`config.mk`:
```
export PLATFORM = sky130hd
export DESIGN_NAME = i2c_slave_ctl
export DESIGN_NICKNAME = d
export VERILOG_FILES = /design/src/rtl/i2c_slv_pkg.sv /design/src/rtl/i2c_slv_sync.sv /design/src/rtl/i2c_slv_cond.sv /design/src/rtl/i2c_slv_engine.sv /design/src/rtl/i2c_slave_ctl.sv
export SDC_FILE = /design/constraint.sdc
export NUM_CORES = 1
export LEC_CHECK = 0
export ABC_CLOCK_PERIOD_IN_PS = 3150
export BUFFER_PORTS_ARGS = -buffer_cell sky130_fd_sc_hd__buf_2
export CAP_MARGIN = 15
export CORE_MARGIN = 2
export CORE_UTILIZATION = 55
export DETAILED_ROUTE_END_ITERATION = 12
export PLACE_DENSITY = 0.89
export SYNTH_ARGS = -nofsm -noshare
export SYNTH_HDL_FRONTEND = slang
export SYNTH_SLANG_ARGS = --single-unit
```
`constraint.sdc`:
```
create_clock -name clk -period 3.15 [get_ports clk]
set_input_delay 0.1575 -clock clk [delete_from_list [all_inputs] [get_ports clk]]
set_output_delay 0.1575 -clock clk [all_outputs]
set_load 0.01 [all_outputs]
```
`src/rtl/i2c_slv_pkg.sv`:
```
package i2c_slv_pkg;

    localparam int ADDR_W = 7;

    typedef enum logic [3:0] {
        S_IDLE,
        S_ADDR,
        S_AACK,
        S_RX,
        S_RACK,
        S_TX,
        S_TACK,
        S_WAIT,
        S_SETUP
    } slv_state_e;

endpackage

```
`src/rtl/i2c_slv_sync.sv`:
```
module i2c_slv_sync #(
    parameter int STAGES = 2,
    parameter int W      = 2
) (
    input  logic         clk,
    input  logic         rst_n,
    input  logic [W-1:0] din,
    output logic [W-1:0] dout
);
    localparam int CW = STAGES * W;

    logic [CW-1:0] chain_d, chain_q;

    always_comb begin
        chain_d = {chain_q[CW-W-1:0], din};
    end

    always_ff @(posedge clk or negedge rst_n) begin
        if (!rst_n) chain_q <= '1;
        else        chain_q <= chain_d;
    end

    assign dout = chain_q[CW-1 -: W];

    initial begin
        assert (STAGES >= 2) else $error("synchronizer needs two stages");
    end
endmodule

```
`src/rtl/i2c_slv_cond.sv`:
```
module i2c_slv_cond (
    input  logic clk,
    input  logic rst_n,
    input  logic scl_s,
    input  logic sda_s,
    output logic scl_rise,
    output logic scl_fall,
    output logic start_det,
    output logic stop_det
);
    typedef struct packed {
        logic scl;
        logic sda;
    } prev_t;

    prev_t prev_d, prev_q;

    always_comb begin
        prev_d.scl = scl_s;
        prev_d.sda = sda_s;
    end

    always_ff @(posedge clk or negedge rst_n) begin
        if (!rst_n) prev_q <= '{scl: 1'b1, sda: 1'b1};
        else        prev_q <= prev_d;
    end

    assign scl_rise  = scl_s & ~prev_q.scl;
    assign scl_fall  = ~scl_s & prev_q.scl;
    assign start_det = scl_s & prev_q.scl & prev_q.sda & ~sda_s;
    assign stop_det  = scl_s & prev_q.scl & ~prev_q.sda & sda_s;

    // SCL edges and bus conditions are mutually exclusive in any cycle
    p_edge_cond_excl_r10: assert property (@(posedge clk) disable iff (!rst_n)
        (scl_rise || scl_fall) |-> !(start_det || stop_det));
endmodule

```
`src/rtl/i2c_slv_engine.sv`:
```
module i2c_slv_engine
    import i2c_slv_pkg::*;
#(
    parameter int DATA_W = 8
) (
    input  logic              clk,
    input  logic              rst_n,
    input  logic              scl_s,
    input  logic              sda_s,
    input  logic              scl_rise,
    input  logic              scl_fall,
    input  logic              start_det,
    input  logic              stop_det,
    input  logic              cfg_enable,
    input  logic [ADDR_W-1:0] cfg_addr,
    input  logic              cfg_addr_long,
    input  logic              cfg_tx_valid,
    input  logic              cfg_nak,
    input  logic              cfg_gcall,
    input  logic [DATA_W-1:0] tx_data,
    input  logic              tx_avail,
    output logic              tx_pop,
    output logic [DATA_W-1:0] rx_data,
    output logic              rx_stb,
    output logic              sda_oe,
    output logic              scl_oe
);
    localparam int CNT_W = $clog2(DATA_W + 1);
    localparam logic [CNT_W-1:0] LAST = CNT_W'(DATA_W);
    localparam int MSB = DATA_W - 1;

    typedef struct packed {
        slv_state_e        state;
        logic [CNT_W-1:0]  cnt;
        logic [DATA_W-1:0] sh;
        logic              rw;
        logic              hi;
        logic              mack;
        logic              sda_oe;
        logic              scl_oe;
        logic [DATA_W-1:0] rx_data;
        logic              rx_stb;
        logic              pop;
    } eng_t;

    eng_t n_d, n_q;

    logic act;
    logic tx_ready;
    logic addr_hit;

    assign act      = cfg_enable & ~cfg_addr_long;
    assign tx_ready = cfg_tx_valid & tx_avail;
    assign addr_hit = (n_q.sh[DATA_W-1 -: ADDR_W] == cfg_addr)
                    || (cfg_gcall && (n_q.sh == '0));

    always_comb begin
        n_d        = n_q;
        n_d.rx_stb = 1'b0;
        n_d.pop    = 1'b0;
        if (!act || stop_det) begin
            n_d.state  = S_IDLE;
            n_d.sda_oe = 1'b0;
            n_d.scl_oe = 1'b0;
            n_d.hi     = 1'b0;
        end else if (start_det) begin
            n_d.state  = S_ADDR;
            n_d.cnt    = '0;
            n_d.sda_oe = 1'b0;
            n_d.scl_oe = 1'b0;
            n_d.hi     = 1'b0;
        end else begin
            unique case (n_q.state)
                S_IDLE: begin
                end
                S_ADDR: begin
                    if (scl_rise) begin
                        n_d.sh  = {n_q.sh[DATA_W-2:0], sda_s};
                        n_d.cnt = n_q.cnt + 1'b1;
                    end
                    if (scl_fall && n_q.cnt == LAST) begin
                        if (addr_hit) begin
                            n_d.state  = S_AACK;
                            n_d.sda_oe = 1'b1;
                            n_d.hi     = 1'b0;
                            n_d.rw     = n_q.sh[0];
                        end else begin
                            n_d.state = S_IDLE;
                        end
                    end
                end
                S_AACK: begin
                    if (scl_rise) n_d.hi = 1'b1;
                    if (scl_fall && n_q.hi) begin
                        n_d.hi  = 1'b0;
                        n_d.cnt = '0;
                        if (!n_q.rw) begin
                            n_d.state  = S_RX;
                            n_d.sda_oe = 1'b0;
                        end else if (tx_ready) begin
                            n_d.sh     = tx_data;
                            n_d.pop    = 1'b1;
                            n_d.sda_oe = ~tx_data[MSB];
                            n_d.state  = S_TX;
                        end else begin
                            n_d.state  = S_WAIT;
                            n_d.sda_oe = 1'b0;
                            n_d.scl_oe = 1'b1;
                        end
                    end
                end
                S_RX: begin
                    if (scl_rise) begin
                        n_d.sh  = {n_q.sh[DATA_W-2:0], sda_s};
                        n_d.cnt = n_q.cnt + 1'b1;
                    end
                    if (scl_fall && n_q.cnt == LAST) begin
                        n_d.rx_data = n_q.sh;
                        n_d.rx_stb  = 1'b1;
                        n_d.state   = S_RACK;
                        n_d.sda_oe  = ~cfg_nak;
                        n_d.hi      = 1'b0;
                    end
                end
                S_RACK: begin
                    if (scl_rise) n_d.hi = 1'b1;
                    if (scl_fall && n_q.hi) begin
                        n_d.state  = S_RX;
                        n_d.cnt    = '0;
                        n_d.sda_oe = 1'b0;
                        n_d.hi     = 1'b0;
                    end
                end
                S_TX: begin
                    if (scl_rise) n_d.cnt = n_q.cnt + 1'b1;
                    if (scl_fall) begin
                        if (n_q.cnt == LAST) begin
                            n_d.state  = S_TACK;
                            n_d.sda_oe = 1'b0;
                            n_d.hi     = 1'b0;
                        end else begin
                            n_d.sh     = {n_q.sh[DATA_W-2:0], 1'b0};
                            n_d.sda_oe = ~n_q.sh[DATA_W-2];
                        end
                    end
                end
                S_TACK: begin
                    if (scl_rise) begin
                        n_d.mack = ~sda_s;
                        n_d.hi   = 1'b1;
                    end
                    if (scl_fall && n_q.hi) begin
                        n_d.hi  = 1'b0;
                        n_d.cnt = '0;
                        if (!n_q.mack) begin
                            n_d.state = S_IDLE;
                        end else if (tx_ready) begin
                            n_d.sh     = tx_data;
                            n_d.pop    = 1'b1;
                            n_d.sda_oe = ~tx_data[MSB];
                            n_d.state  = S_TX;
                        end else begin
                            n_d.state  = S_WAIT;
                            n_d.scl_oe = 1'b1;
                        end
                    end
                end
                S_WAIT: begin
                    n_d.scl_oe = 1'b1;
                    if (tx_ready) begin
                        n_d.sh     = tx_data;
                        n_d.pop    = 1'b1;
                        n_d.sda_oe = ~tx_data[MSB];
                        n_d.state  = S_SETUP;
                    end
                end
                S_SETUP: begin
                    n_d.scl_oe = 1'b0;
                    n_d.state  = S_TX;
                end
                default: begin
                    n_d.state  = S_IDLE;
                    n_d.sda_oe = 1'b0;
                    n_d.scl_oe = 1'b0;
                end
            endcase
        end
    end

    always_ff @(posedge clk or negedge rst_n) begin
        if (!rst_n) begin
            n_q <= '{state: S_IDLE, default: '0};
        end else begin
            n_q <= n_d;
        end
    end

    assign tx_pop  = n_q.pop;
    assign rx_data = n_q.rx_data;
    assign rx_stb  = n_q.rx_stb;
    assign sda_oe  = n_q.sda_oe;
    assign scl_oe  = n_q.scl_oe;

    // SDA drive moves only while the synchronized SCL is low (enabled operation)
    p_sda_moves_scl_low_r12: assert property (@(posedge clk) disable iff (!rst_n)
        ((sda_oe != $past(sda_oe)) && $past(act)) |-> !$past(scl_s));

    // A disabled slave releases both lines on the next clock
    p_release_on_disable_r9: assert property (@(posedge clk) disable iff (!rst_n)
        !cfg_enable |=> (!sda_oe && !scl_oe));

    // Reserved address-length setting keeps the block off the bus
    p_long_addr_passive_r11: assert property (@(posedge clk) disable iff (!rst_n)
        cfg_addr_long |=> (!sda_oe && !scl_oe && !rx_stb));

    // A pop needs both data-valid and FIFO-available in the deciding cycle
    p_pop_needs_valid_r8: assert property (@(posedge clk) disable iff (!rst_n)
        tx_pop |-> $past(cfg_tx_valid && tx_avail));

    // Received-byte strobe is a single-clock pulse
    p_rx_strobe_pulse_r4: assert property (@(posedge clk) disable iff (!rst_n)
        rx_stb |=> !rx_stb);
endmodule

```
`src/rtl/i2c_slave_ctl.sv`:
```
module i2c_slave_ctl
    import i2c_slv_pkg::*;
#(
    parameter int DATA_W      = 8,
    parameter int SYNC_STAGES = 2
) (
    input  logic              clk,
    input  logic              rst_n,
    input  logic              scl_i,
    input  logic              sda_i,
    output logic              scl_pull_o,
    output logic              sda_pull_o,
    input  logic              ctl_enable,
    input  logic [ADDR_W-1:0] ctl_own_addr,
    input  logic              ctl_addr_long,
    input  logic              ctl_tx_valid,
    input  logic              ctl_nak,
    input  logic              ctl_gcall,
    input  logic [DATA_W-1:0] txf_data,
    input  logic              txf_avail,
    output logic              txf_pop,
    output logic [DATA_W-1:0] rx_byte,
    output logic              rx_valid
);
    logic [1:0] bus_sync;
    logic       scl_s, sda_s;
    logic       scl_rise, scl_fall, start_det, stop_det;

    i2c_slv_sync #(.STAGES(SYNC_STAGES), .W(2)) u_sync (
        .clk   (clk),
        .rst_n (rst_n),
        .din   ({scl_i, sda_i}),
        .dout  (bus_sync)
    );

    assign scl_s = bus_sync[1];
    assign sda_s = bus_sync[0];

    i2c_slv_cond u_cond (
        .clk       (clk),
        .rst_n     (rst_n),
        .scl_s     (scl_s),
        .sda_s     (sda_s),
        .scl_rise  (scl_rise),
        .scl_fall  (scl_fall),
        .start_det (start_det),
        .stop_det  (stop_det)
    );

    i2c_slv_engine #(.DATA_W(DATA_W)) u_eng (
        .clk           (clk),
        .rst_n         (rst_n),
        .scl_s         (scl_s),
        .sda_s         (sda_s),
        .scl_rise      (scl_rise),
        .scl_fall      (scl_fall),
        .start_det     (start_det),
        .stop_det      (stop_det),
        .cfg_enable    (ctl_enable),
        .cfg_addr      (ctl_own_addr),
        .cfg_addr_long (ctl_addr_long),
        .cfg_tx_valid  (ctl_tx_valid),
        .cfg_nak       (ctl_nak),
        .cfg_gcall     (ctl_gcall),
        .tx_data       (txf_data),
        .tx_avail      (txf_avail),
        .tx_pop        (txf_pop),
        .rx_data       (rx_byte),
        .rx_stb        (rx_valid),
        .sda_oe        (sda_pull_o),
        .scl_oe        (scl_pull_o)
    );
endmodule

```
==> run summary, run 1 <==
Outcome -> completed
Placement-stage cell area -> 2526 um^2
GR Util met2 -> 40.85%
Largest fanout of any net on the critical path -> 23
Maximum number of pins on one net before global-route repair -> 38
Final standard cell utilization of the core -> 65.28%
Die Span X -> 69.88 um
CTS-repair resized insts -> 0
Net count after synthesis -> 270
CP most frequent cell -> sky130_fd_sc_hd__a31oi_1
Count of buffers added by post-CTS timing repair for setup -> 0
Final hold violation count -> 0
Final Routed Wirelength -> 5.859 mm
Height of the die -> 69.88 um
Combined area of all synthesized cells -> 2387 um^2
WL per Instance -> 18.14 um
Initial Utilization -> 58.42%
Half-perimeter wire length after detailed placement -> 3.983 mm
Register area share after synthesis -> 39.10%
Post-route minimum period -> 2.428 ns
Number of failing setup endpoints in the final timing report -> 0
Clock Sinks -> 37
Clock tree from TritonCTS -> yes
Worst slack at placement -> 0.7962 ns
Type of destination of the critical path -> flip-flop
Number of enable-type register cells in the synthesized netlist -> 0
Dominant cells by area after synthesis -> sky130_fd_sc_hd__dfrtp_1 32%, sky130_fd_sc_hd__dfstp_2 6.6%, sky130_fd_sc_hd__mux2_2 5.7%
Transition at the pin with the smallest max-transition slack -> 0.8162 ns
Slowest cell delay on critical path -> 0.80 ns
Clock buffer count from CTS -> 5
Synthesized netlist cell count -> 243
Setup slack after layout -> 0.7223 ns
Post-synthesis async set-or-reset flop share -> 100.0%
Layout Nets -> 299
Startpoint types -> flip-flop
Level count of the clock H-tree -> 2
Root Buffer -> sky130_fd_sc_hd__clkbuf_8
Post-layout instance count excluding filler cells -> 323
Layout filler cell count -> 309
Placeable core region -> 4086 um^2
Timing-limited maximum frequency -> 0.4119 GHz
Count of antenna diodes in the layout -> 0
GRT Util Overall -> 25.09%
GR met1 Demand/Resource -> 33.12%
Share of the clock period used by the worst path after layout -> 77.07%
Global-route wire length before repair -> 9.701 mm
Ratio of cells with drive above 1 in the final layout -> 28.21%
Worst EP arrival -> 2.63 ns
Vias post-DR -> 2063
Syn_area_per_cell -> 9.824 um^2
Cells traversed along the worst timing path -> mux2_2, a31oi_1, nor4_4, a21oi_1, a31oi_1
Worst hold margin -> 0.1831 ns
Yosys warning total -> 0
Crit path required time -> 3.35 ns
Clock latency of the later-clocked register in the worst-skew pair -> 0.30 ns
Post-synthesis cell type count -> 62
Number of placement rows -> 23
Path type of the worst setup path -> reg -> reg
Initial detailed-routing violation count -> 172
Worst-path cell with the longest stage delay -> sky130_fd_sc_hd__dfrtp_1
Count of placed standard cells including taps -> 312
Max Cap Violations -> 0
Grt peak-use layer -> met2
Hold bufs inserted after CTS -> 3
FF/Latch Area -> 933.4 um^2
Worst ir drop on vdd -> 0.3199 mV
Antenna violations before repair -> 0
DRT antenna net count -> 0
Dominant register cell in the synthesized netlist -> sky130_fd_sc_hd__dfrtp_1
Final setup skew -> 0.009660 ns
Total power divided by cell area -> 396.0 nW/um^2
Worst hold path type -> in -> reg
IO buf count -> 36
Clock input transition at the sequential cells of the worst setup and hold paths -> 0.08 ns
Final weighted congestion in routability-driven placement -> 0.9597
Setup slack, reg-to-reg -> 0.72 ns
Synthesis-stage register bit count -> 37
Die footprint -> 4883 um^2
Synth-to-layout area growth -> 11.74%
Leakage Power -> 1.204 nW
Total power after layout -> 1.056 mW
Max-slew violation total from the final report -> 0
Via count of the first global-routing pass -> 2007
Top cell type by total area after synthesis -> sky130_fd_sc_hd__dfrtp_1
Final routed DRC violation total -> 0
Number of top-level design ports -> 37
Combined area of the multi-input logic cells -> 1297 um^2
Portion of synthesized cell area occupied by the leading cell type -> 32.49%
Drt pass-1 iters -> 5
Remaining global-route overflow -> 0
Detailed-route vias per instance -> 6.387
Final standard cell area without fillers -> 2668 um^2
Max-Slew Margin vs Limit -> 45.58%
Met3 layer usage reported by global route -> 4.906%
Maximum buffer depth of the clock tree -> 2
Setup repair after global routing missed its margin -> no
Post-Route Setup TNS -> 0 ns
-- layout by cell type (no fill, tap or decap), drive strengths merged, types with 5 or more instances in the layout --
cell type	instances
nor3	8
dfstp	6
xnor2	9
inv	6
dfrtp	31
a21oi	18
nand3	9
mux2i	8
clkbuf	6
a31oi	8
nand2	17
nand4	5
buf	40
nor2	10
o21ai	13
mux2	12
-- Yosys cell counts (2+ instances only) --
cell type,n
sky130_fd_sc_hd__a21oi_1,18
sky130_fd_sc_hd__a22o_1,2
sky130_fd_sc_hd__a31oi_1,8
sky130_fd_sc_hd__and2_1,2
sky130_fd_sc_hd__and3_1,3
sky130_fd_sc_hd__and3b_1,3
sky130_fd_sc_hd__buf_2,5
sky130_fd_sc_hd__buf_4,9
sky130_fd_sc_hd__buf_6,2
sky130_fd_sc_hd__clkbuf_1,5
sky130_fd_sc_hd__dfrtp_1,31
sky130_fd_sc_hd__dfstp_2,6
sky130_fd_sc_hd__ha_1,2
sky130_fd_sc_hd__inv_1,6
sky130_fd_sc_hd__mux2_2,12
sky130_fd_sc_hd__mux2i_1,8
sky130_fd_sc_hd__nand2_1,17
sky130_fd_sc_hd__nand2b_1,2
sky130_fd_sc_hd__nand3_1,8
sky130_fd_sc_hd__nand3b_1,3
sky130_fd_sc_hd__nand4_1,5
sky130_fd_sc_hd__nand4b_1,2
sky130_fd_sc_hd__nor2_1,9
sky130_fd_sc_hd__nor2b_1,3
sky130_fd_sc_hd__nor3_1,8
sky130_fd_sc_hd__nor4_1,3
sky130_fd_sc_hd__o211ai_1,4
sky130_fd_sc_hd__o21a_1,2
sky130_fd_sc_hd__o21ai_0,11
sky130_fd_sc_hd__o31ai_1,2
sky130_fd_sc_hd__or2_2,2
sky130_fd_sc_hd__or3_1,2
sky130_fd_sc_hd__xnor2_1,9
-- final timing paths --
path / start / endpoint / depth (start not counted)
min in group asynchronous: rst_n / u_eng.scl_oe / 2
worst min register to register: u_sync.chain_q[0] / u_sync.chain_q[2] / 0
worst min-delay path: txf_data[2] / u_eng.n_q[17] / 3
worst max register to register: u_eng.n_q[29] / u_eng.n_q[22] / 5
max in group asynchronous: rst_n / u_eng.n_q[22] / 2
worst max-delay path: u_eng.n_q[29] / u_eng.n_q[22] / 5
-- per-layer routing --
| layer | wire length, um | share of wire (%) | vias up |
|---|---|---|---|
| li1 | - | - | 957 |
| met1 | 2427 | 41 | 974 |
| met2 | 2786 | 48 | 112 |
| met3 | 454 | 7.7 | 20 |
| met4 | 191 | 3.3 | 0 |
| met5 | 0 | 0 | - |
-- state kept, by name, summed over array words and instances (netlist names) --
signal          flops
u_cond.prev_q       2
u_eng.n_q          19
u_eng.rx_data       8
u_eng.rx_stb        1
u_eng.scl_oe        1
u_eng.sda_oe        1
u_eng.tx_pop        1
u_sync.chain_q      4
-- layout make-up --
class,instances,area share [%]
clock inverters,2,1.454
multi-input cells,179,48.64
flip-flops and latches,37,34.99
well taps,50,2.345
clock buffers,6,2.720
inverters,6,0.8443
repair buffers,43,9.006
-- worst max-delay path: cells and delay by family, from the launching register on --
family / cells / cell delay, ns
AND/OR/NAND/NOR: 1 / 0.66
AO/OA/AOI/OAI: 3 / 0.57
flip-flops: 1 / 0.80
multiplexers: 1 / 0.29
-- logic make-up after synthesis --
family                     count (synthesis)  share of synthesized area [%]
adders and majority gates                  2                          1.048
AOI/OAI and AO/OA                         63                          19.24
xor gates and xnor gates                   9                          3.302
DFF                                       37                          39.10
buffers and inverters                     27                          6.551
muxes                                     20                          9.015
and+or+nand+nor                           85                          21.75
-- power by group --
group	switching, mW	internal [mW]	leakage [nW]
clock network	0.184	0.238	0.0554
registers	0.0208	0.492	0.493
logic	0.0706	0.0511	0.656
total	0.275	0.781	1.20
Power figures use the tool's default switching activity.
==> run 2: changes to the inputs <==
--- a/config.mk
+++ b/config.mk
@@ -5,13 +5,14 @@
 export SDC_FILE = /design/constraint.sdc
 export NUM_CORES = 1
 export LEC_CHECK = 0
-export ABC_CLOCK_PERIOD_IN_PS = 3150
+export ABC_AREA = 1
+export ABC_CLOCK_PERIOD_IN_PS = 2000
 export BUFFER_PORTS_ARGS = -buffer_cell sky130_fd_sc_hd__buf_2
 export CAP_MARGIN = 15
 export CORE_MARGIN = 2
-export CORE_UTILIZATION = 55
+export CORE_UTILIZATION = 51
 export DETAILED_ROUTE_END_ITERATION = 12
-export PLACE_DENSITY = 0.89
+export PLACE_DENSITY = 0.87
 export SYNTH_ARGS = -nofsm -noshare
 export SYNTH_HDL_FRONTEND = slang
 export SYNTH_SLANG_ARGS = --single-unit
==> constraint.sdc (replaced) <==
create_clock -name clk -period 2 [get_ports clk]
set_input_delay 0.1 -clock clk [delete_from_list [all_inputs] [get_ports clk]]
set_output_delay 0.1 -clock clk [all_outputs]
set_load 0.01 [all_outputs]
==> run summary, run 2 <==
Clock Sinks -> 37
Vias post-DR -> 2235
Startpoint types -> flip-flop
GRT Util Overall -> 22.17%
Worst ir drop on vdd -> 0.5212 mV
Worst hold path type -> in -> reg
Commonest non-fill, non-tap cell in the layout -> sky130_fd_sc_hd__nand2_1
DRT antenna net count -> 0
Remaining global-route overflow -> 0
Synth-to-layout area growth -> 11.59%
Path type of the worst setup path -> reg -> reg
Post-Synth Adder-Cell Area -> 1.035%
Max-slew violation total from the final report -> 0
Number of placement rows -> 25
Combined area of all synthesized cells -> 2417 um^2
Register area share after synthesis -> 38.61%
Placeable core region -> 4661 um^2
Post-synthesis mux area share -> 0%
Setup repair after global routing missed its margin -> no
Die Span X -> 72.85 um
Clock tree from TritonCTS -> yes
Count of antenna diodes in the layout -> 0
Cells traversed along the worst timing path -> inv_1, nor2_2, nand2_2, nand2_2, nand3_2, nor3_4, nand2_4, nand2_1, o21ai_2
WL per Instance -> 13.00 um
Initial Utilization -> 51.87%
Top cells by instance count after synthesis -> 95 x sky130_fd_sc_hd__nand2_1, 36 x sky130_fd_sc_hd__nor2_1, 34 x sky130_fd_sc_hd__inv_1
Max-Slew Margin vs Limit -> 46.53%
CP most frequent cell -> sky130_fd_sc_hd__nand2_2
Max Cap Violations -> 0
Hold-critical path depth -> 5
Root Buffer -> sky130_fd_sc_hd__clkbuf_8
Dominant cells by area after synthesis -> sky130_fd_sc_hd__dfrtp_1 32%, sky130_fd_sc_hd__nand2_1 15%, sky130_fd_sc_hd__dfstp_2 6.5%
Total power divided by cell area -> 554.7 nW/um^2
Post-synthesis async set-or-reset flop share -> 100.0%
Via count of the first global-routing pass -> 1985
Crit path required time -> 2.18 ns
Area share of xor/xnor cells in the synthesized design -> 0.3623%
Worst slack at placement -> 0.1101 ns
Outcome -> completed
Leakage Power -> 1.362 nW
Clock buffer count from CTS -> 5
Layout filler cell count -> 421
Setup slack after layout -> 0.1680 ns
Final setup skew -> 0.01057 ns
Share of the clock period used by the worst path after layout -> 91.60%
Cell count of the worst reg-to-reg path -> 9
Portion of synthesized cell area occupied by the leading cell type -> 32.09%
Number of enable-type register cells in the synthesized netlist -> 0
Flip-flop count of the largest register, all copies and words added -> 19
Largest delay share family, worst path -> simple AND/OR/NAND/NOR gates
Post-synthesis simple-gate area fraction -> 34.99%
Worst EP arrival -> 2.01 ns
Share of the synthesized area in compound gates (AO/OA/AOI/OAI) -> 14.18%
Height of the die -> 72.85 um
Final weighted congestion in routability-driven placement -> 0.9425
Worst-path cell with the longest stage delay -> sky130_fd_sc_hd__dfstp_2
Synthesis-stage register bit count -> 37
Maximum buffer depth of the clock tree -> 2
Count of placed standard cells including taps -> 412
Die footprint -> 5306 um^2
Register containing the most flip-flops in the final layout -> u_eng.n_q
Final hold violation count -> 0
Transition at the pin with the smallest max-transition slack -> 0.8021 ns
Clock input transition at the sequential cells of the worst setup and hold paths -> 0.07 ns
Final routed DRC violation total -> 0
Total power after layout -> 1.496 mW
Antenna violations before repair -> 0
Post-route minimum period -> 1.832 ns
FF/Latch Area -> 933.4 um^2
Post-Route Setup TNS -> 0 ns
Top cell type by total area after synthesis -> sky130_fd_sc_hd__dfrtp_1
Post-layout instance count excluding filler cells -> 423
Timing-limited maximum frequency -> 0.5459 GHz
Largest fanout of any net on the critical path -> 15
Net count after synthesis -> 361
Layout Nets -> 395
Dominant combinational cell family by area after synthesis -> simple AND/OR/NAND/NOR gates
Combined area of the multi-input logic cells -> 1235 um^2
Initial detailed-routing violation count -> 180
Dominant register cell in the synthesized netlist -> sky130_fd_sc_hd__dfrtp_1
Ratio of cells with drive above 1 in the final layout -> 25.75%
Yosys warning total -> 0
Type of destination of the critical path -> flip-flop
Drt pass-1 iters -> 5
Final Routed Wirelength -> 5.501 mm
Most instantiated library cell after synthesis -> sky130_fd_sc_hd__nand2_1
Detailed-route vias per instance -> 5.284
Highest-count cells in the layout ignoring fill and taps -> 94 x sky130_fd_sc_hd__nand2_1, 36 x sky130_fd_sc_hd__nor2_1, 36 x sky130_fd_sc_hd__buf_2
Number of buffer and inverter stages on the critical path -> 1
Global-route wire length before repair -> 8.976 mm
Logic depth of the worst path, buffers included -> 9
Half-perimeter wire length after detailed placement -> 4.141 mm
Slowest cell delay on critical path -> 0.56 ns
Post-synthesis cell type count -> 35
Number of top-level design ports -> 37
Clock latency of the later-clocked register in the worst-skew pair -> 0.29 ns
Syn_area_per_cell -> 7.237 um^2
Number of failing setup endpoints in the final timing report -> 0
Level count of the clock H-tree -> 2
Maximum number of pins on one net before global-route repair -> 38
IO buf count -> 36
Synthesized netlist cell count -> 334
-- run 2: tightest hold or removal path, stage by stage --
cell and delay (ns):
sky130_fd_sc_hd__buf_2 0.08, sky130_fd_sc_hd__nand2_1 0.04, sky130_fd_sc_hd__o21ai_0 0.06, sky130_fd_sc_hd__nand3_1 0.08, sky130_fd_sc_hd__nand2_1 0.06
-- run 2: power by group --
| group | total (mW) | internal (mW) | switching, mW |
|---|---|---|---|
| Clock | 0.501 | 0.241 | 0.260 |
| Sequential | 0.806 | 0.780 | 0.0260 |
| Combinational | 0.190 | 0.0753 | 0.114 |
| Total | 1.50 | 1.10 | 0.400 |
-- run 2: final cells by class --
class                      count  share of cell area, %
timing repair buffer          40                  8.070
multi-input combinational    241                  45.78
sequential                    37                  34.60
clock buffer                   6                  2.690
clock inverter                 2                 0.3711
tap                           54                  2.505
inverter                      43                  5.983
-- run 2: final timing paths --
| kind | start | to | slack [ns] |
|---|---|---|---|
| max in group asynchronous | rst_n | u_eng.n_q[26] | 1.05 |
| max reg2reg | u_cond.prev_q[1] | u_eng.n_q[22] | 0.17 |
| min in group asynchronous | rst_n | u_eng.n_q[27] | 0.43 |
| max | u_cond.prev_q[1] | u_eng.n_q[22] | 0.17 |
| min | txf_data[0] | u_eng.n_q[15] | 0.17 |
| min reg2reg | u_sync.chain_q[1] | u_sync.chain_q[3] | 0.36 |
-- run 2: timing repair --
item,in CTS,in global routing
endpoints found under the hold margin,33,0
gates resized for setup,0,3
setup endpoints to repair,0,14
setup buffers,0,0
hold buffers,3,0
-- run 2: cell families after synthesis --
kind of cell             count (synthesis)
AND/OR/NAND/NOR                        185
buffers and inverters                   56
AO/OA/AOI/OAI                           53
flip-flops                              37
adder cells (fa/ha/maj)                  2
XOR/XNOR                                 1
-- run 2: layer usage --
metal,vias up,track usage [%],part of all wire (%)
li1,1130,-,-
met1,1023,29.67,46
met2,74,35.66,47
met3,8,4.696,5.5
met4,0,7.819,1.6
met5,-,0,0
-- run 2: stage by stage --
stage | hold WS, ns | instance area (um^2) | util, %
3_5_place_dp | 0.2063 | 2572 | 55.19
4_1_cts | 0.1691 | 2685 | 57.61
2_1_floorplan | -0.1956 | 2417 | -
3_3_place_gp | 0.2049 | 2572 | 55.19
6_report | 0.1703 | 2698 | 57.88
5_1_grt | 0.1874 | 2698 | 57.88
==> run 3: changes to the inputs <==
--- a/config.mk
+++ b/config.mk
@@ -7,12 +7,15 @@
 export LEC_CHECK = 0
 export ABC_AREA = 1
 export ABC_CLOCK_PERIOD_IN_PS = 2000
-export BUFFER_PORTS_ARGS = -buffer_cell sky130_fd_sc_hd__buf_2
 export CAP_MARGIN = 15
+export CELL_PAD_IN_SITES_DETAIL_PLACEMENT = 2
+export CELL_PAD_IN_SITES_GLOBAL_PLACEMENT = 2
 export CORE_MARGIN = 2
-export CORE_UTILIZATION = 51
+export CORE_UTILIZATION = 32
+export CTS_CLUSTER_DIAMETER = 60
 export DETAILED_ROUTE_END_ITERATION = 12
-export PLACE_DENSITY = 0.87
+export DONT_BUFFER_PORTS = 1
+export PLACE_DENSITY = 0.86
 export SYNTH_ARGS = -nofsm -noshare
 export SYNTH_HDL_FRONTEND = slang
 export SYNTH_SLANG_ARGS = --single-unit
==> run summary, run 3 (synthesis gave the netlist of run 2 again) <==
Die Span X -> 90.92 um
Setup slack, reg-to-reg -> 0.11 ns
Largest fanout of any net on the critical path -> 8
Leakage Power -> 1.242 nW
Outcome -> completed
GRT Util Overall -> 19.38%
Worst ir drop on vdd -> 0.2494 mV
Commonest non-fill, non-tap cell in the layout -> sky130_fd_sc_hd__nand2_1
Path type of the worst setup path -> reg -> reg
Worst EP arrival -> 2.08 ns
Height of the die -> 90.92 um
Cell count of the worst reg-to-reg path -> 10
Layout filler cell count -> 904
Max-Slew Margin vs Limit -> 74.81%
Total power after layout -> 1.524 mW
Register containing the most flip-flops in the final layout -> u_eng.n_q
Post-route minimum period -> 1.888 ns
Clock tree from TritonCTS -> yes
Setup slack after layout -> 0.1119 ns
Root Buffer -> sky130_fd_sc_hd__clkbuf_8
Setup repair after global routing missed its margin -> yes
Detailed-route vias per instance -> 5.103
Number of placement rows -> 31
Initial detailed-routing violation count -> 68
Vias post-DR -> 2230
Type of destination of the critical path -> flip-flop
Flip-flop count of the largest register, all copies and words added -> 19
Hold-critical path depth -> 2
Maximum buffer depth of the clock tree -> 2
Crit path to -> u_eng.n_q[16]
Layout Nets -> 364
Post-layout instance count excluding filler cells -> 437
Internal power -> 1.092 mW
Antenna violations before repair -> 0
WL per Instance -> 17.37 um
Half-perimeter wire length after detailed placement -> 5.704 mm
Transition at the pin with the smallest max-transition slack -> 0.3739 ns
Worst reg2reg path startpoint -> u_cond.prev_q[1]
FF-to-FF End -> u_eng.n_q[16]
Final weighted congestion in routability-driven placement -> 0.9193
Part of the power in the clock network -> 35.0%
Max-slew violation total from the final report -> 0
Die footprint -> 8266 um^2
Maximum number of pins on one net before global-route repair -> 38
Net switching share of the total power -> 28.37%
Number of failing setup endpoints in the final timing report -> 0
Max Cap Violations -> 0
Highest-count cells in the layout ignoring fill and taps -> 94 x sky130_fd_sc_hd__nand2_1, 34 x sky130_fd_sc_hd__inv_1, 32 x sky130_fd_sc_hd__nor2_1
Clock input transition at the sequential cells of the worst setup and hold paths -> 0.08 ns
Synth-to-layout area growth -> 10.14%
Level count of the clock H-tree -> 2
Count of antenna diodes in the layout -> 0
IO buf count -> 0
First element of the critical path -> u_cond.prev_q[1]
Switching power summed over all nets -> 0.4325 mW
Drt pass-1 iters -> 4
Timing-limited maximum frequency -> 0.5296 GHz
DRT antenna net count -> 0
Global-route wire length before repair -> 12.65 mm
Ratio of cells with drive above 1 in the final layout -> 20.41%
Final setup skew -> 0.008227 ns
Share of the clock period used by the worst path after layout -> 94.40%
Crit path required time -> 2.19 ns
Count of placed standard cells including taps -> 423
Clock latency of the later-clocked register in the worst-skew pair -> 0.30 ns
Combinational fraction of design power -> 12.2%
Flop pwr share -> 52.8%
Remaining global-route overflow -> 0
Number of top-level design ports -> 37
Worst hold path type -> in -> reg
Initial Utilization -> 33.15%
Via count of the first global-routing pass -> 2476
Worst slack at placement -> 0.02299 ns
Placeable core region -> 7292 um^2
Clock Sinks -> 37
Final hold violation count -> 0
Final routed DRC violation total -> 0
Startpoint types -> flip-flop
Final Routed Wirelength -> 7.591 mm
Total power divided by cell area -> 572.5 nW/um^2
Clock buffer count from CTS -> 5
## run 3: cell types whose count changed in the layout (fill, tap and decap cells not counted), sizes merged
cell and change:
buf -32, clkinv -2, clkbuf +1, clkinvlp +1, nand2 +1
## run 3: worst min path at each step
stage                    endpoint       start
floorplan           u_eng.n_q[12]       rst_n
CTS                  u_eng.rx_stb  ctl_enable
finish               u_eng.rx_stb  ctl_enable
global route         u_eng.rx_stb  ctl_enable
detailed placement  u_eng.n_q[20]       rst_n
global placement    u_eng.n_q[19]       rst_n
## run 3: cell type report
class	instances	area, um^2	area share (%)
Timing Repair Buffer	8	80.08	3.008
Multi-Input combinational cell	242	1279	48.03
Clock inverter	1	7.507	0.2820
Sequential cell	37	934.6	35.10
Inverter	43	161.4	6.062
Clock buffer	7	76.32	2.867
Tap cell	99	123.9	4.652
## run 3: repair_timing
item / CTS / global route
hold endpoints to repair: 39 / 0
gates resized for setup: 2 / 11
hold buffers: 4 / 0
pin swaps: 0 / 2
buffers inserted: 0 / 1
gates cloned: 0 / 1
setup endpoints to repair: 5 / 17
## run 3: critical path, stage by stage, from the launching register on
cell and delay (ns):
sky130_fd_sc_hd__dfstp_2 0.55, sky130_fd_sc_hd__inv_1 0.07, sky130_fd_sc_hd__nor2_4 0.17, sky130_fd_sc_hd__nand2_4 0.11, sky130_fd_sc_hd__nand2_2 0.14, sky130_fd_sc_hd__nand3_2 0.11
sky130_fd_sc_hd__nor3_4 0.18, sky130_fd_sc_hd__buf_4 0.18, sky130_fd_sc_hd__nand2_4 0.10, sky130_fd_sc_hd__nand2_1 0.11, sky130_fd_sc_hd__o21ai_2 0.06
## run 3: power by group through the flow
stage	registers [mW]	logic, mW	clock network (mW)
floorplan	0.811	0.120	0
global placement	0.817	0.145	0
detailed placement	0.819	0.155	0
CTS	0.805	0.184	0.556
global route	0.810	0.218	0.578
finish	0.806	0.185	0.533
## run 3: per-stage QoR
stage	TNS, ns	area (um^2)	utilization [%]	hold slack [ns]
finish	0	2663	36.51	0.05186
global placement	0	2464	33.79	-0.1945
detailed placement	0	2464	33.79	-0.1947
floorplan	0	2417	-	-0.1956
global route	-0.005918	2663	36.51	0.06616
CTS	0	2608	35.76	0.04850
## run 3: layer usage
layer	routed length, um	global-route usage, %
met5	0	0
met4	111	5.808
met3	227	3.255
met2	3771	32.90
met1	3480	25.30
